File: src/rtl/pwrctl_pkg.sv
package pwrctl_pkg;
  localparam int REG_W  = 8;
  localparam int B_BAUD = 7;
  localparam int B_FSEL = 6;
  localparam int B_XWK  = 5;
  localparam int B_POF  = 4;
  localparam int B_PD   = 1;
  localparam int B_IDL  = 0;
  localparam logic [REG_W-1:0] COLD_VAL = REG_W'(1) << B_POF;

  typedef enum logic [2:0] {
    ST_RUN, ST_IDLE, ST_PDOWN, ST_WAKE_TMR, ST_WAKE_EXT
  } pm_state_e;
endpackage

File: src/rtl/pwrctl_reg.sv
module pwrctl_reg
  import pwrctl_pkg::*;
(
  input  logic             clk,
  input  logic             por_i,
  input  logic             warm_i,
  input  logic             wr_acc_i,
  input  logic [REG_W-1:0] wr_data_i,
  input  logic             clr_idl_i,
  input  logic             clr_pd_i,
  output logic [REG_W-1:0] ctl_q
);
  logic [REG_W-1:0] wr_val;

  always_comb begin
    wr_val = wr_data_i;
    if (wr_data_i[B_PD]) wr_val[B_IDL] = 1'b0;
  end

  always_ff @(posedge clk) begin
    if (por_i) begin
      ctl_q <= COLD_VAL;
    end else if (warm_i) begin
      ctl_q        <= '0;
      ctl_q[B_POF] <= ctl_q[B_POF];
    end else if (wr_acc_i) begin
      ctl_q <= wr_val;
    end else begin
      if (clr_idl_i) ctl_q[B_IDL] <= 1'b0;
      if (clr_pd_i)  ctl_q[B_PD]  <= 1'b0;
    end
  end
endmodule

File: src/rtl/pwrctl_wake_timer.sv
module pwrctl_wake_timer #(
  parameter int STARTUP_CYC = 16
) (
  input  logic clk,
  input  logic por_i,
  input  logic run_i,
  output logic done_o
);
  localparam int CW = (STARTUP_CYC < 2) ? 1 : $clog2(STARTUP_CYC);
  localparam logic [CW-1:0] LAST = CW'(STARTUP_CYC - 1);

  logic [CW-1:0] cnt_q;

  always_ff @(posedge clk) begin
    if (por_i || !run_i) cnt_q <= '0;
    else                 cnt_q <= cnt_q + 1'b1;
  end

  assign done_o = run_i && (cnt_q == LAST);
endmodule

File: src/rtl/pwrctl_fsm.sv
module pwrctl_fsm
  import pwrctl_pkg::*;
(
  input  logic clk,
  input  logic por_i,
  input  logic warm_i,
  input  logic pin_rst_i,
  input  logic irq_i,
  input  logic wr_en_i,
  input  logic wr_pd_i,
  input  logic wr_idl_i,
  input  logic ext_mode_i,
  input  logic tmr_done_i,
  output logic wr_acc_o,
  output logic clr_idl_o,
  output logic clr_pd_o,
  output logic tmr_run_o,
  output logic cpu_en_o,
  output logic per_en_o,
  output logic core_rst_o
);
  pm_state_e st_q, st_d;
  logic      pin_prev_q;

  always_comb begin
    st_d      = st_q;
    clr_idl_o = 1'b0;
    clr_pd_o  = 1'b0;
    unique case (st_q)
      ST_RUN: begin
        if (!warm_i && wr_en_i) begin
          if (wr_pd_i)       st_d = ST_PDOWN;
          else if (wr_idl_i) st_d = ST_IDLE;
        end
      end
      ST_IDLE: begin
        if (irq_i || warm_i) begin
          st_d      = ST_RUN;
          clr_idl_o = 1'b1;
        end
      end
      ST_PDOWN: begin
        if (irq_i || warm_i) st_d = ext_mode_i ? ST_WAKE_EXT : ST_WAKE_TMR;
      end
      ST_WAKE_TMR: begin
        if (tmr_done_i) begin
          st_d     = ST_RUN;
          clr_pd_o = 1'b1;
        end
      end
      ST_WAKE_EXT: begin
        if (pin_prev_q && !pin_rst_i) begin
          st_d     = ST_RUN;
          clr_pd_o = 1'b1;
        end
      end
      default: st_d = ST_RUN;
    endcase
  end

  assign wr_acc_o  = wr_en_i && !warm_i && (st_q == ST_RUN);
  assign tmr_run_o = (st_q == ST_WAKE_TMR);

  always_ff @(posedge clk) begin
    if (por_i) begin
      st_q       <= ST_RUN;
      pin_prev_q <= 1'b0;
      cpu_en_o   <= 1'b1;
      per_en_o   <= 1'b1;
      core_rst_o <= 1'b0;
    end else begin
      st_q       <= st_d;
      pin_prev_q <= pin_rst_i;
      cpu_en_o   <= (st_d == ST_RUN);
      per_en_o   <= (st_d == ST_RUN) || (st_d == ST_IDLE);
      core_rst_o <= (st_d == ST_WAKE_TMR) || (st_d == ST_WAKE_EXT);
    end
  end
endmodule

File: src/rtl/pwrctl_top.sv
module pwrctl_top
  import pwrctl_pkg::*;
#(
  parameter int STARTUP_CYC = 16
) (
  input  logic             clk,
  input  logic             por_i,
  input  logic             pin_rst_i,
  input  logic             bod_rst_i,
  input  logic             irq_i,
  input  logic             wr_en_i,
  input  logic [REG_W-1:0] wr_data_i,
  output logic [REG_W-1:0] rd_data_o,
  output logic             baud_dbl_o,
  output logic             fe_sel_o,
  output logic             cpu_clk_en_o,
  output logic             periph_clk_en_o,
  output logic             core_rst_o
);
  logic             warm;
  logic             wr_acc, clr_idl, clr_pd, tmr_run, tmr_done;
  logic [REG_W-1:0] ctl;

  assign warm = pin_rst_i || bod_rst_i;

  pwrctl_reg u_reg (
    .clk       (clk),
    .por_i     (por_i),
    .warm_i    (warm),
    .wr_acc_i  (wr_acc),
    .wr_data_i (wr_data_i),
    .clr_idl_i (clr_idl),
    .clr_pd_i  (clr_pd),
    .ctl_q     (ctl)
  );

  pwrctl_wake_timer #(.STARTUP_CYC(STARTUP_CYC)) u_tmr (
    .clk    (clk),
    .por_i  (por_i),
    .run_i  (tmr_run),
    .done_o (tmr_done)
  );

  pwrctl_fsm u_fsm (
    .clk        (clk),
    .por_i      (por_i),
    .warm_i     (warm),
    .pin_rst_i  (pin_rst_i),
    .irq_i      (irq_i),
    .wr_en_i    (wr_en_i),
    .wr_pd_i    (wr_data_i[B_PD]),
    .wr_idl_i   (wr_data_i[B_IDL]),
    .ext_mode_i (ctl[B_XWK]),
    .tmr_done_i (tmr_done),
    .wr_acc_o   (wr_acc),
    .clr_idl_o  (clr_idl),
    .clr_pd_o   (clr_pd),
    .tmr_run_o  (tmr_run),
    .cpu_en_o   (cpu_clk_en_o),
    .per_en_o   (periph_clk_en_o),
    .core_rst_o (core_rst_o)
  );

  assign rd_data_o  = ctl;
  assign baud_dbl_o = ctl[B_BAUD];
  assign fe_sel_o   = ctl[B_FSEL];
endmodule

File: config.mk
export PLATFORM = sky130hd
export DESIGN_NAME = pwrctl_top
export DESIGN_NICKNAME = d
export VERILOG_FILES = /design/src/rtl/pwrctl_pkg.sv /design/src/rtl/pwrctl_reg.sv /design/src/rtl/pwrctl_wake_timer.sv /design/src/rtl/pwrctl_fsm.sv /design/src/rtl/pwrctl_top.sv
export SDC_FILE = /design/constraint.sdc
export NUM_CORES = 1
export LEC_CHECK = 0
export BUFFER_PORTS_ARGS = -buffer_cell sky130_fd_sc_hd__buf_2
export CORE_AREA = 2 2 44 46
export CTS_CLUSTER_DIAMETER = 60
export DETAILED_ROUTE_END_ITERATION = 7
export DIE_AREA = 0 0 46 48
export GPL_ROUTABILITY_DRIVEN = 0
export GPL_TIMING_DRIVEN = 0
export PLACE_DENSITY = 0.76
export REMOVE_ABC_BUFFERS = 1
export SKIP_LAST_GASP = 1
export SYNTH_ARGS = -nofsm -noshare
export SYNTH_HDL_FRONTEND = slang
export SYNTH_SLANG_ARGS = --single-unit
File: constraint.sdc
create_clock -name clk -period 2.35 [get_ports clk]
set_input_delay 0.235 -clock clk [delete_from_list [all_inputs] [get_ports clk]]
set_output_delay 0.235 -clock clk [all_outputs]
set_load 0.005 [all_outputs]
### Word level (Yosys, flattened, before mapping)

Index checks and enable logic that the tools add are counted.

* flip-flop bits (word level): 19
* input port bits: 14
* output and inout port bits: 13
* logic and storage cells: 56

* add/subtract/negate cells: 1
* eq/ne operators: 8
* mux-type cells: 18
* bitwise logic cells: 1
* reductions and logical operators: 18

Operators by type and width (number)
* two-way mux 3 bit: 8
* case mux 3 bit (5 select lines): 1
* == test 3 x 2 -> 1 bit (second input constant): 3
* two-way mux 1 bit: 7
* == test 3 x 1 -> 1 bit (second input constant): 2
* == test 3 bit (second input constant): 2
* logical NOT 3 bit: 2
* logical OR 1 bit: 5
* adder 4 x 1 -> 4 bit (second input constant): 1
* == test 4 bit (second input constant): 1
* logical AND 1 bit: 4
* nonzero test 2 bit: 2
* logical NOT 1 bit: 3
* two-way mux 2 bit: 1
* case mux 1 bit (2 select lines): 1
* AND reduction 2 bit: 1
* OR reduction 2 bit: 1
* NOT 1 bit: 1

### Depth between registers and ports, before layout

Gate-level depths: netlist of run 1.

* depth in word-level cells: 7
* gate-level depth with buffers: 6
* mapped depth without buffers: 5

### By module

From an unflattened synthesis of run 1, not the netlist that was laid out.

* cells, all modules: 88
* area total of the unflattened synthesis: 894.6 sq um

Modules (own cells, without submodules)
* pwrctl_fsm: times used 1, cells each 39, area each 392.9 sq um, seq. area each 140.1 sq um
* pwrctl_reg: times used 1, cells each 30, area each 315.3 sq um, seq. area each 160.2 sq um
* pwrctl_wake_timer: times used 1, cells each 16, area each 165.2 sq um, seq. area each 80.1 sq um
* pwrctl_top: times used 1, cells each 3, area each 21.3 sq um, seq. area each 0.0 sq um

### Worst setup path after synthesis of run 1

No wires, ideal clock.

* path kind: flip-flop to flip-flop
* start: register u_fsm.st_q[1]
* end: register u_fsm.cpu_en_o
* setup time: 129 ps
* data arrival time: 1214 ps
* data required time: 2221 ps
* slack: 1007 ps
* cell stages (with the launch flop): 5
* path buffers: 0
* clock period less this slack: 1343 ps
* path through: dfxtp_1 or3b_1 mux2_2 o221ai_2 a211oi_1

* longest elaborated chain between the ends: 5
* elaborated cells on any way between the ends: 15
* those cells by class: 4 x eq/ne; 8 x mux; 3 x reduce/logical

RTL lines
* from (decl): RTL line pwrctl_fsm.sv:22 `pm_state_e st_q, st_d;`
* from (signal assigned): RTL line pwrctl_fsm.sv:72 `st_q <= st_d;`
* == test 3 x 2 -> 1 bit / two-way mux 3 bit (equally long branches): RTL line pwrctl_fsm.sv:29, pwrctl_fsm.sv:62, pwrctl_fsm.sv:33
* logical AND 1 bit / two-way mux 3 bit (equally long branches): RTL line pwrctl_wake_timer.sv:19, pwrctl_fsm.sv:32
* two-way mux 3 bit, on equally long branches: RTL line pwrctl_fsm.sv:46, pwrctl_fsm.sv:31
* case mux 3 bit (5 select lines) (*): RTL line pwrctl_fsm.sv:29 `unique case (st_q)`
* logical NOT 3 bit (*): RTL line pwrctl_fsm.sv:74 `cpu_en_o <= (st_d == ST_RUN);`
* to (signal assigned): RTL line pwrctl_fsm.sv:74
* to (decl): RTL line pwrctl_fsm.sv:18 `output logic cpu_en_o,`

Mark *: on every way between the ends. The rest lies on a longest branch, timed or not.
A chain may end at the register's enable or synchronous reset.

### Worst setup path in the final report of run 1

* start: register u_fsm.st_q[1]
* end: register u_reg.ctl_q[0]

* longest elaborated chain between the ends: 3
* elaborated cells on any way between the ends: 6
* those cells by class: 1 x eq/ne; 2 x mux; 3 x reduce/logical

RTL lines
* == test 3 x 1 -> 1 bit / logical NOT 3 bit (equally long branches): RTL line pwrctl_fsm.sv:29, pwrctl_fsm.sv:61
* two-way mux 1 bit / logical AND 1 bit (equally long branches): RTL line pwrctl_fsm.sv:29, pwrctl_fsm.sv:61
* nonzero test 2 bit (no source line) / two-way mux 2 bit (equally long branches)
* to (signal, indexed assignment): RTL line pwrctl_reg.sv:25 `ctl_q[B_POF] <= ctl_q[B_POF];`
* to (signal assigned): RTL line pwrctl_reg.sv:27 `ctl_q <= wr_val;`
* to (decl): RTL line pwrctl_reg.sv:11 `output logic [REG_W-1:0] ctl_q`

Parallel ways exist; a longest one is shown, timed or not.

==> results of run 1 <==
[through the flow]
step	util	instances	setup WS [ps]	instance area, sq um	hold WS, ps
6_report	0.567	127	607	958	165
4_1_cts	0.567	127	578	958	166
2_1_floorplan	-	80	812	781	307
3_5_place_dp	0.552	123	601	932	441
3_3_place_gp	0.552	123	592	932	430
5_1_grt	0.567	127	449	958	156
[metal layers]
metal / vias to the layer above / global-route usage
li1: 344 / -
met1: 320 / 0.185
met2: 28 / 0.286
met3: 4 / 0.0340
met4: 0 / 0.103
met5: - / 0
[cell type report]
type / count / area (sq um) / area share
Timing Repair Buffer: 26 / 130 / 0.136
Clock buffer: 4 / 26.3 / 0.0274
Inverter: 5 / 18.8 / 0.0196
Sequential cell: 19 / 380 / 0.397
Tap cell: 17 / 21.3 / 0.0222
Multi-Input combinational cell: 56 / 382 / 0.398
[worst max-delay path: cells and delay by family (launching register included)]
family           cells  cell delay (ps)
AND/OR/NAND/NOR      3             1170
flip-flops           1              370
AO/OA/AOI/OAI        1              140
[cells in the mapped netlist]
cell type and count:
or3_1 1, xor2_1 1, o21ai_0 2, mux2_2 1, o31ai_1 1, nor3_1 1, nand2_1 1, nand2b_1 2
ha_1 1, nand3b_1 2, inv_1 5, and2_1 1, or4_1 1, o221ai_2 1, nor3b_1 1, a21oi_1 4
a211o_1 1, or3b_1 2, nor2_1 12, nor2b_1 1, nand3_1 3, a211oi_1 1, nor3_2 1, a21o_1 2
mux2i_1 5, buf_2 2, xnor2_1 1, or2_2 2, nand4_1 1, o2111ai_1 1, o311ai_0 1, clkbuf_1 1
buf_4 3, dfxtp_1 19, a31oi_2 1
[state kept, by name, indices dropped and copies added, names as in the netlist]
name              flops
u_fsm.per_en_o        1
u_tmr.cnt_q           4
u_fsm.core_rst_o      1
u_reg.ctl_q           8
u_fsm.st_q            3
u_fsm.pin_prev_q      1
u_fsm.cpu_en_o        1
[how the worst max path moves through the flow]
stage	end
3_3_place_gp	u_reg.ctl_q[0]$_SDFFE_PP0P_
6_report	u_reg.ctl_q[0]$_SDFFE_PP0P_
3_5_place_dp	u_reg.ctl_q[0]$_SDFFE_PP0P_
4_1_cts	u_reg.ctl_q[0]$_SDFFE_PP0P_
5_1_grt	u_reg.ctl_q[0]$_SDFFE_PP0P_
2_1_floorplan	u_reg.ctl_q[0]$_SDFFE_PP0P_
[power groups by stage]
| stage | Clock, mW | Sequential (mW) | Combinational, mW |
|---|---|---|---|
| after floorplan | 0 | 0.339 | 0.0248 |
| after global placement | 0 | 0.339 | 0.0470 |
| after detailed placement | 0 | 0.339 | 0.0481 |
| after CTS | 0.165 | 0.332 | 0.0482 |
| after global routing | 0.180 | 0.333 | 0.0539 |
| final | 0.163 | 0.332 | 0.0481 |
[cells by family (layout without fill, tap and decap cells)]
logic type / Yosys count / in the layout / synth area share
compound gates: 15 / 15 / 0.139
xor+xnor: 2 / 2 / 0.0214
fa+ha+maj: 1 / 1 / 0.0153
buf+inv: 11 / 35 / 0.0674
flops: 19 / 19 / 0.466
mux: 6 / 6 / 0.0750
simple gates: 32 / 32 / 0.216
==> flow_metrics.py, run 1 <==
metrics = {
    "critical_path": {
        "r2r_setup_slack_ps": 610,
        "cp-start-kind": "register",
        "reg2regPathDepth": 4,
        "crit_fanout": 11,
        "crit_chain": "nor3_1 -> nand3_1 -> or3b_1 -> a21oi_1",
        "endpoint_kind": "register",
        "r2r-end": "u_reg.ctl_q[0]$_SDFFE_PP0P_",
        "cp_slowest_cell": "or3b_1",
        "crit_arrival_ps": 1980,
        "r2r_start": "u_fsm.st_q[1]$_SDFF_PP0_",
        "crit_required_ps": 2580,
        "max_stage_delay_ps": 500,
        "path_class": "register to register",
        "crit_start": "u_fsm.st_q[1]$_SDFF_PP0_",
    },
    "pwr": {
        "comb_power_share": 0.088,
        "p_leak_nw": 0.432,
        "p_total_mw": 0.544,
        "ir_drop_mv": 0.361,
        "seqPwrFrac": 0.611,
        "internal_power_mw": 0.418,
        "swShare": 0.231,
        "powerDensity_mw_per_mm2": 567,
        "p_sw_mw": 0.125,
        "p_clk_frac": 0.301,
    },
    "die": {
        "die-area_sq_mm": 0.00221,
        "die_w_microns": 46,
        "die_h_microns": 48,
        "start_util": 0.484,
        "ios": 27,
        "core_region_area_sq_mm": 0.00169,
        "num_rows": 15,
    },
    "synth": {
        "synth_area_leaders": "dfxtp_1, mux2i_1, nor2_1",
        "ys_seq_elements": 19,
        "yosys_warnings": 0,
        "synth_top_area_frac": 0.466,
        "synth_cell_type_count": 35,
        "synth_area_sq_um": 817,
        "synth_cells": 86,
        "yosysTopAreaCell": "dfxtp_1",
        "seq_area_frac_synth": 0.466,
        "avgSynthCellArea_sq_um": 9.50,
    },
    "sta": {
        "final.setup.tns_ps": 0,
        "tightestPinTransition_ps": 507,
        "fin_crit_ps": 1740,
        "rsz0062_at_grt": "false",
        "setup_viol": 0,
        "drv_slew": 0,
        "fin_crit_sh": 0.742,
        "hold_violations": 0,
        "maxSlewHeadroom": 0.661,
        "max_freq_ghz": 0.574,
        "skew_ps": 1.89,
    },
    "finish": {
        "final_cell_mix": "buf_2, dfxtp_1, nor2_1",
        "num_antenna_cells": 0,
        "layout.nets": 126,
        "drive_above_1_share": 0.318,
        "layout_commonest_cell": "buf_2",
        "n_fill_cell": 164,
        "area_growth_pct": 17.3,
    },
    "route": {
        "dr.pass1.iters": 4,
        "dr.first_iter.drc_count": 3,
        "top_layer_used": "met4",
        "totalWireLength_microns": 1520,
        "routed-wl-met3_microns": 86,
        "vias": 696,
        "viasPerCell": 5.48,
        "wl_met2_microns": 724,
        "ant_nets": 0,
        "drc": 0,
        "wl_met1_microns": 676,
        "wl_per_cell_microns": 12.0,
    },
    "clocking": {
        "root_buffer": "clkbuf_4",
        "clockBufferDepth": 2,
        "clock_sinks": 19,
        "cts_tree": "done",
        "path_clk_slew_ps": 100,
        "worstSkewPairLatency_ps": 290,
        "cts-resized-gates": 0,
        "postCtsHoldBufs": 0,
        "cts_max_level": 1,
        "cts_buffers": 3,
        "cts_setup_buffers": 0,
    },
    "global_routing": {
        "antenna_found_initial": 0,
        "overflow": 0,
        "grt_usage": 0.165,
        "grt_pass1_vias": 630,
        "grt_max_degree": 12,
        "grt_pass1_wl_microns": 2540,
    },
    "hold_path": {
        "worstHoldPathCells": 3,
        "hold_start": "wr_data_i[3]",
        "hold_path.class": "primary input to register",
        "hold_end": "u_reg.ctl_q[3]$_SDFFE_PP0P_",
    },
    "run": {
        "drv_cap": 0,
    },
    "placed_design": {
        "post-dp-hpwl_microns": 1180,
        "port_buffers": 26,
    },
    "outcome": {
        "status": "finished, final reports clean",
    },
}
Note: power is estimated with default switching activity, not from simulation.
==> run 2, diff against run 1 <==
--- a/config.mk
+++ b/config.mk
@@ -6,13 +6,13 @@
 export NUM_CORES = 1
 export LEC_CHECK = 0
 export BUFFER_PORTS_ARGS = -buffer_cell sky130_fd_sc_hd__buf_2
-export CORE_AREA = 2 2 44 46
+export CORE_AREA = 2 2 45 47
 export CTS_CLUSTER_DIAMETER = 60
 export DETAILED_ROUTE_END_ITERATION = 7
-export DIE_AREA = 0 0 46 48
+export DIE_AREA = 0 0 47 49
 export GPL_ROUTABILITY_DRIVEN = 0
 export GPL_TIMING_DRIVEN = 0
-export PLACE_DENSITY = 0.76
+export PLACE_DENSITY = 0.73
 export REMOVE_ABC_BUFFERS = 1
 export SKIP_LAST_GASP = 1
 export SYNTH_ARGS = -nofsm -noshare
==> constraint.sdc (replaced) <==
create_clock -name clk -period 1.7 [get_ports clk]
set_input_delay 0.17 -clock clk [delete_from_list [all_inputs] [get_ports clk]]
set_output_delay 0.17 -clock clk [all_outputs]
set_load 0.005 [all_outputs]
==> run 2 against run 1 <==
Against the previous run: clock power increased by 46%; fmax increased by 14%; hold slack got worse by 80 ps; worst setup slack got worse by 430 ps; utilization decreased by 1.6 points; via count increased by 2.4%; first-iteration DRC count increased to 3.0 times the previous value; global-route usage increased by 0.071 points; critical endpoint unchanged; largest cell class unchanged.
==> flow_metrics.py, run 2 (synthesized netlist as in run 1, its figures left out) <==
metrics = {
    "outcome": {
        "status": "finished, final reports clean",
    },
    "clocking": {
        "path_clk_slew_ps": 110,
        "cts_max_level": 1,
        "postCtsHoldBufs": 0,
        "root_buffer": "clkbuf_4",
        "cts_tree": "done",
        "worstSkewPairLatency_ps": 310,
        "clock_sinks": 19,
        "clockBufferDepth": 2,
        "cts_buffers": 3,
    },
    "critical_path": {
        "endpoint_kind": "register",
        "path_class": "register to register",
        "crit_arrival_ps": 1770,
        "r2r_setup_slack_ps": 170,
        "crit_chain": "nor3_1 -> nand3_2 -> or3b_1 -> a21oi_1",
        "max_stage_delay_ps": 420,
        "crit_required_ps": 1950,
        "cp-start-kind": "register",
        "crit_fanout": 9,
        "cp_slowest_cell": "dfxtp_1",
    },
    "die": {
        "die_h_microns": 49,
        "die_w_microns": 47,
        "die-area_sq_mm": 0.00230,
        "ios": 27,
        "core_region_area_sq_mm": 0.00184,
        "start_util": 0.444,
        "num_rows": 16,
    },
    "finish": {
        "finalInstanceArea_sq_mm": 0.00101,
        "reg_top3": "u_reg.ctl_q x8, u_tmr.cnt_q x4, u_fsm.st_q x3",
        "multi_input_area_sq_um": 387,
        "layout.nets": 131,
        "largest_reg_flops": 8,
        "n_fill_cell": 182,
        "instances_no_fill": 142,
        "num_antenna_cells": 0,
        "drive_above_1_share": 0.365,
        "layout_commonest_cell": "buf_2",
        "top_register": "u_reg.ctl_q",
        "seqCellArea_sq_um": 380,
        "area_growth_pct": 24.2,
        "final_cell_mix": "buf_2, dfxtp_1, nor2_1",
    },
    "placed_design": {
        "placed_cells": 133,
        "place_area_sq_um": 945,
        "post-dp-hpwl_microns": 1280,
        "port_buffers": 26,
    },
    "pwr": {
        "comb_power_share": 0.099,
        "p_clk_frac": 0.308,
        "internal_power_mw": 0.581,
        "seqPwrFrac": 0.594,
        "p_sw_mw": 0.192,
        "swShare": 0.248,
        "p_leak_nw": 0.457,
        "powerDensity_mw_per_mm2": 762,
        "ir_drop_mv": 0.451,
    },
    "global_routing": {
        "grt_usage": 0.166,
        "grt_max_degree": 12,
        "antenna_found_initial": 0,
        "grt_pass1_vias": 666,
        "overflow": 0,
        "grt_pass1_wl_microns": 2790,
    },
    "route": {
        "dr.first_iter.drc_count": 9,
        "ant_nets": 0,
        "vias": 713,
        "drc": 0,
        "viasPerCell": 5.02,
        "wl_per_cell_microns": 12.1,
        "totalWireLength_microns": 1710,
        "dr.pass1.iters": 4,
    },
    "sta": {
        "tightestPinTransition_ps": 341,
        "fin_crit_sh": 0.897,
        "hold_violations": 0,
        "maxSlewHeadroom": 0.771,
        "drv_slew": 0,
        "max_freq_ghz": 0.656,
        "fin_crit_ps": 1530,
        "hold-worst-slack_ps": 84.8,
        "skew_ps": 3.56,
        "rsz0062_at_grt": "false",
        "setup_viol": 0,
    },
    "run": {
        "drv_cap": 0,
    },
    "hold_path": {
        "hold_path.class": "primary input to register",
    },
}
==> run 2: worst paths after layout <==
path	startpoint	endpoint	depth (start not counted)
min reg2reg	u_tmr.cnt_q[0]$_SDFF_PP0_	u_tmr.cnt_q[0]$_SDFF_PP0_	1
max	u_fsm.st_q[2]$_SDFF_PP0_	u_reg.ctl_q[0]$_SDFFE_PP0P_	4
min	wr_data_i[6]	u_reg.ctl_q[6]$_SDFFE_PP0P_	3
max reg2reg	u_fsm.st_q[2]$_SDFF_PP0_	u_reg.ctl_q[0]$_SDFFE_PP0P_	4
==> run 2: per-layer routing <==
metal	GRT usage	part of all wire
met5	0	0
met4	0.0787	0.028
met3	0.0444	0.057
met2	0.258	0.49
met1	0.206	0.42
==> run 2: layout make-up <==
class / instances / share of cell area
inverter: 5 / 0.0185
timing repair buffer: 31 / 0.165
sequential: 19 / 0.375
clock buffer: 3 / 0.0222
clock inverter: 1 / 0.00493
multi-input combinational: 56 / 0.381
tap: 27 / 0.0333
==> run 2: critical path: cells and delay by family (launching register included) <==
family | cells | cell delay, ps
AND/OR/NAND/NOR | 3 | 910
flip-flops | 1 | 420
AO/OA/AOI/OAI | 1 | 140
==> run 2: per-stage QoR <==
step | power (mW) | setup WS (ps) | TNS [ps] | utilization
finish | 0.773 | 175 | 0 | 0.551
floorplan | 0.503 | 162 | 0 | -
global placement | 0.534 | -60.7 | -60.7 | 0.513
global route | 0.788 | 113 | 0 | 0.551
CTS | 0.761 | 34.5 | 0 | 0.531
detailed placement | 0.537 | -80.5 | -80.5 | 0.513
==> run 2: repair_timing <==
action / CTS / global route
gates resized for setup: 1 / 0
buffers inserted: 0 / 5
hold endpoints to repair: 0 / 0
pin swaps: 0 / 1
setup endpoints to repair: 1 / 1
gates cloned: 0 / 0
==> run 2: power groups by stage <==
stage	Combinational (mW)	Clock [mW]	Sequential, mW
detailed placement	0.0671	0	0.470
CTS	0.0683	0.233	0.460
floorplan	0.0343	0	0.469
finish	0.0762	0.238	0.459
global route	0.0842	0.243	0.461
global placement	0.0653	0	0.469
==> run 3, diff against run 2 <==
--- a/config.mk
+++ b/config.mk
@@ -5,14 +5,15 @@
 export SDC_FILE = /design/constraint.sdc
 export NUM_CORES = 1
 export LEC_CHECK = 0
+export ABC_AREA = 1
 export BUFFER_PORTS_ARGS = -buffer_cell sky130_fd_sc_hd__buf_2
-export CORE_AREA = 2 2 45 47
+export CORE_AREA = 2 2 46 48
 export CTS_CLUSTER_DIAMETER = 60
 export DETAILED_ROUTE_END_ITERATION = 7
-export DIE_AREA = 0 0 47 49
+export DIE_AREA = 0 0 48 50
 export GPL_ROUTABILITY_DRIVEN = 0
 export GPL_TIMING_DRIVEN = 0
-export PLACE_DENSITY = 0.73
+export PLACE_DENSITY = 0.74
 export REMOVE_ABC_BUFFERS = 1
 export SKIP_LAST_GASP = 1
 export SYNTH_ARGS = -nofsm -noshare
==> run 3 against run 2 <==
Against the previous run: area after synthesis is 8.0% higher; critical endpoint is now u_fsm.cpu_en_o$_SDFF_PP1_; largest power group unchanged; total power is 2.2% lower; die area is 4.2% higher.
==> flow_metrics.py, run 3 <==
metrics = {
    "global_routing": {
        "grt_max_degree": 11,
        "grt_usage": 0.169,
        "overflow": 0,
        "grt_pass1_vias": 731,
        "grt_pass1_wl_microns": 2870,
        "antenna_found_initial": 0,
    },
    "placed_design": {
        "post-dp-hpwl_microns": 1330,
        "place_area_sq_mm": 0.00102,
        "port_buffers": 26,
        "placed_cells": 161,
    },
    "route": {
        "dr.first_iter.drc_count": 14,
        "dr.pass1.iters": 4,
        "viasPerCell": 4.81,
        "ant_nets": 0,
        "wl_per_cell_microns": 9.80,
        "totalWireLength_microns": 1620,
        "vias": 794,
        "drc": 0,
    },
    "finish": {
        "reg_top3": "u_reg.ctl_q x8, u_tmr.cnt_q x4, u_fsm.st_q x3",
        "finalInstanceArea_sq_mm": 0.00105,
        "drive_above_1_share": 0.370,
        "instances_no_fill": 165,
        "num_antenna_cells": 0,
        "top_register": "u_reg.ctl_q",
        "post-route-util": 0.552,
        "final_cell_mix": "buf_2, nand2_1, dfxtp_1",
        "multi_input_area_sq_um": 409,
        "layout_commonest_cell": "buf_2",
        "largest_reg_flops": 8,
        "area_growth_pct": 19.0,
        "n_fill_cell": 185,
        "seqCellArea_sq_um": 380,
        "layout.nets": 154,
    },
    "hold_path": {
        "hold_path.class": "primary input to register",
        "hold_start": "por_i",
        "hold_end": "u_fsm.pin_prev_q$_SDFF_PP0_",
        "worstHoldPathCells": 2,
    },
    "clocking": {
        "worstSkewPairLatency_ps": 290,
        "root_buffer": "clkbuf_4",
        "cts_setup_buffers": 0,
        "cts_tree": "done",
        "clock_sinks": 19,
        "postCtsHoldBufs": 0,
        "clockBufferDepth": 2,
        "cts_buffers": 3,
        "cts-resized-gates": 0,
        "path_clk_slew_ps": 100,
        "cts_max_level": 1,
    },
    "critical_path": {
        "crit_buf_inv": 1,
        "reg2regPathDepth": 9,
        "crit_arrival_ps": 1530,
        "max_stage_delay_ps": 370,
        "r2r-end": "u_fsm.cpu_en_o$_SDFF_PP1_",
        "cpMostUsedCell": "nor2_1",
        "path_class": "register to register",
        "cp_top_family": "simple AND/OR/NAND/NOR gates",
        "crit_fanout": 3,
        "cp_slowest_cell": "dfxtp_1",
        "crit_chain": "ha_1 -> nand2_1 -> nor2_1 -> nor2_1 -> nor2_1 -> nand3_2 -> nand2_1 -> inv_2 -> nor2_2",
        "r2r_start": "u_tmr.cnt_q[0]$_SDFF_PP0_",
        "cp-start-kind": "register",
        "endpoint_kind": "register",
        "r2r_setup_slack_ps": 410,
        "crit_required_ps": 1940,
    },
    "die": {
        "die-area_sq_mm": 0.00240,
        "start_util": 0.464,
        "core_region_area_sq_mm": 0.00190,
        "num_rows": 16,
        "die_w_microns": 48,
        "die_h_microns": 50,
        "ios": 27,
    },
    "sta": {
        "hold_violations": 0,
        "rsz0062_at_grt": "false",
        "setup_viol": 0,
        "fin_crit_ps": 1290,
        "maxSlewHeadroom": 0.831,
        "skew_ps": 5.95,
        "fin_crit_sh": 0.759,
        "max_freq_ghz": 0.775,
        "final.setup.tns_ps": 0,
        "tightestPinTransition_ps": 254,
        "drv_slew": 0,
    },
    "pwr": {
        "p_leak_nw": 0.494,
        "swShare": 0.237,
        "comb_power_share": 0.106,
        "seqPwrFrac": 0.608,
        "p_clk_frac": 0.286,
        "powerDensity_mw_per_mm2": 720,
        "internal_power_mw": 0.577,
        "p_total_mw": 0.756,
        "ir_drop_mv": 0.548,
        "p_sw_mw": 0.179,
    },
    "synth": {
        "synth-simple-area-share": 0.387,
        "synth_top_family_by_area": "simple AND/OR/NAND/NOR gates",
        "synth_cells": 111,
        "avgSynthCellArea_sq_um": 7.95,
        "synth_flop_cell": "dfxtp_1",
        "yosysMostFrequentCell": "nand2_1",
        "synth_cell_type_count": 21,
        "synth_xor_area_frac": 0,
        "synth_adder_area_share": 0.0142,
        "synth_top_area_frac": 0.431,
        "synth_area_sq_um": 882,
        "yosys_warnings": 0,
        "yosysTopAreaCell": "dfxtp_1",
        "synth_area_leaders": "dfxtp_1, nand2_1, inv_1",
        "muxShareOfSynthArea": 0,
        "synth_compound_area_frac": 0.0624,
        "synthArstFlopShare": 0,
        "yosys-top-cells-count": "nand2_1, dfxtp_1, inv_1, nor2_1, nand3_1",
        "synth-edff-count": 0,
        "seq_area_frac_synth": 0.431,
        "ys_seq_elements": 19,
    },
    "outcome": {
        "status": "finished, final reports clean",
    },
    "run": {
        "drv_cap": 0,
    },
}
[run 3: changes by cell type in the layout (fill, tap and decap cells not counted), moves of 5 or more]
cell and change:
buf_4 -5, inv_1 +7, inv_2 +5, mux2i_1 -5, nand2_1 +24, nand3_1 +6
[run 3: layer usage]
metal / routed length [microns] / global-route usage / part of all wire / up-vias
met5: 0 / 0 / 0 / -
met4: 36 / 0.0631 / 0.022 / 0
met3: 113 / 0.0696 / 0.070 / 6
met2: 823 / 0.276 / 0.51 / 34
met1: 644 / 0.187 / 0.40 / 353
li1: - / - / - / 401
[run 3: cell type report]
class                   instances  share of cell area
clock buffers                   4              0.0250
multi-input cells              71               0.390
inverters                      18              0.0667
repair buffers                 26               0.124
well taps                      27              0.0322
flip-flops and latches         19               0.362
[run 3: cell families after synthesis]
logic type,after synthesis
AOI/OAI and AO/OA,9
DFF,19
buffers and inverters,21
and+or+nand+nor,61
adders and majority gates,1
[run 3: worst max-delay path by stage]
stage                         startpoint                     endpoint  slack (ps)  cells past startpoint
2_1_floorplan  u_tmr.cnt_q[0]$_SDFF_PP0_  u_fsm.core_rst_o$_SDFF_PP0_         570                     10
3_3_place_gp   u_tmr.cnt_q[0]$_SDFF_PP0_    u_fsm.cpu_en_o$_SDFF_PP1_         490                      9
3_5_place_dp   u_tmr.cnt_q[0]$_SDFF_PP0_    u_fsm.cpu_en_o$_SDFF_PP1_         420                      9
4_1_cts        u_tmr.cnt_q[0]$_SDFF_PP0_    u_fsm.cpu_en_o$_SDFF_PP1_         410                      9
5_1_grt        u_tmr.cnt_q[0]$_SDFF_PP0_    u_fsm.cpu_en_o$_SDFF_PP1_         250                      9
6_report       u_tmr.cnt_q[0]$_SDFF_PP0_    u_fsm.cpu_en_o$_SDFF_PP1_         410                      9
[run 3: metrics by stage]
step | worst slack (ps) | hold slack (ps)
finish | 410 | 37.2
floorplan | 571 | 242
detailed placement | 423 | 350
global placement | 490 | 343
CTS | 405 | 27.8
global route | 245 | 27.1
[run 3: power by group through the flow]
stage                     Combinational, mW  Sequential, mW  Clock (mW)
after floorplan                      0.0493           0.470           0
after global placement               0.0791           0.470           0
after detailed placement             0.0811           0.470           0
after CTS                            0.0813           0.460       0.229
after global routing                 0.0918           0.461       0.247
final                                0.0802           0.460       0.216
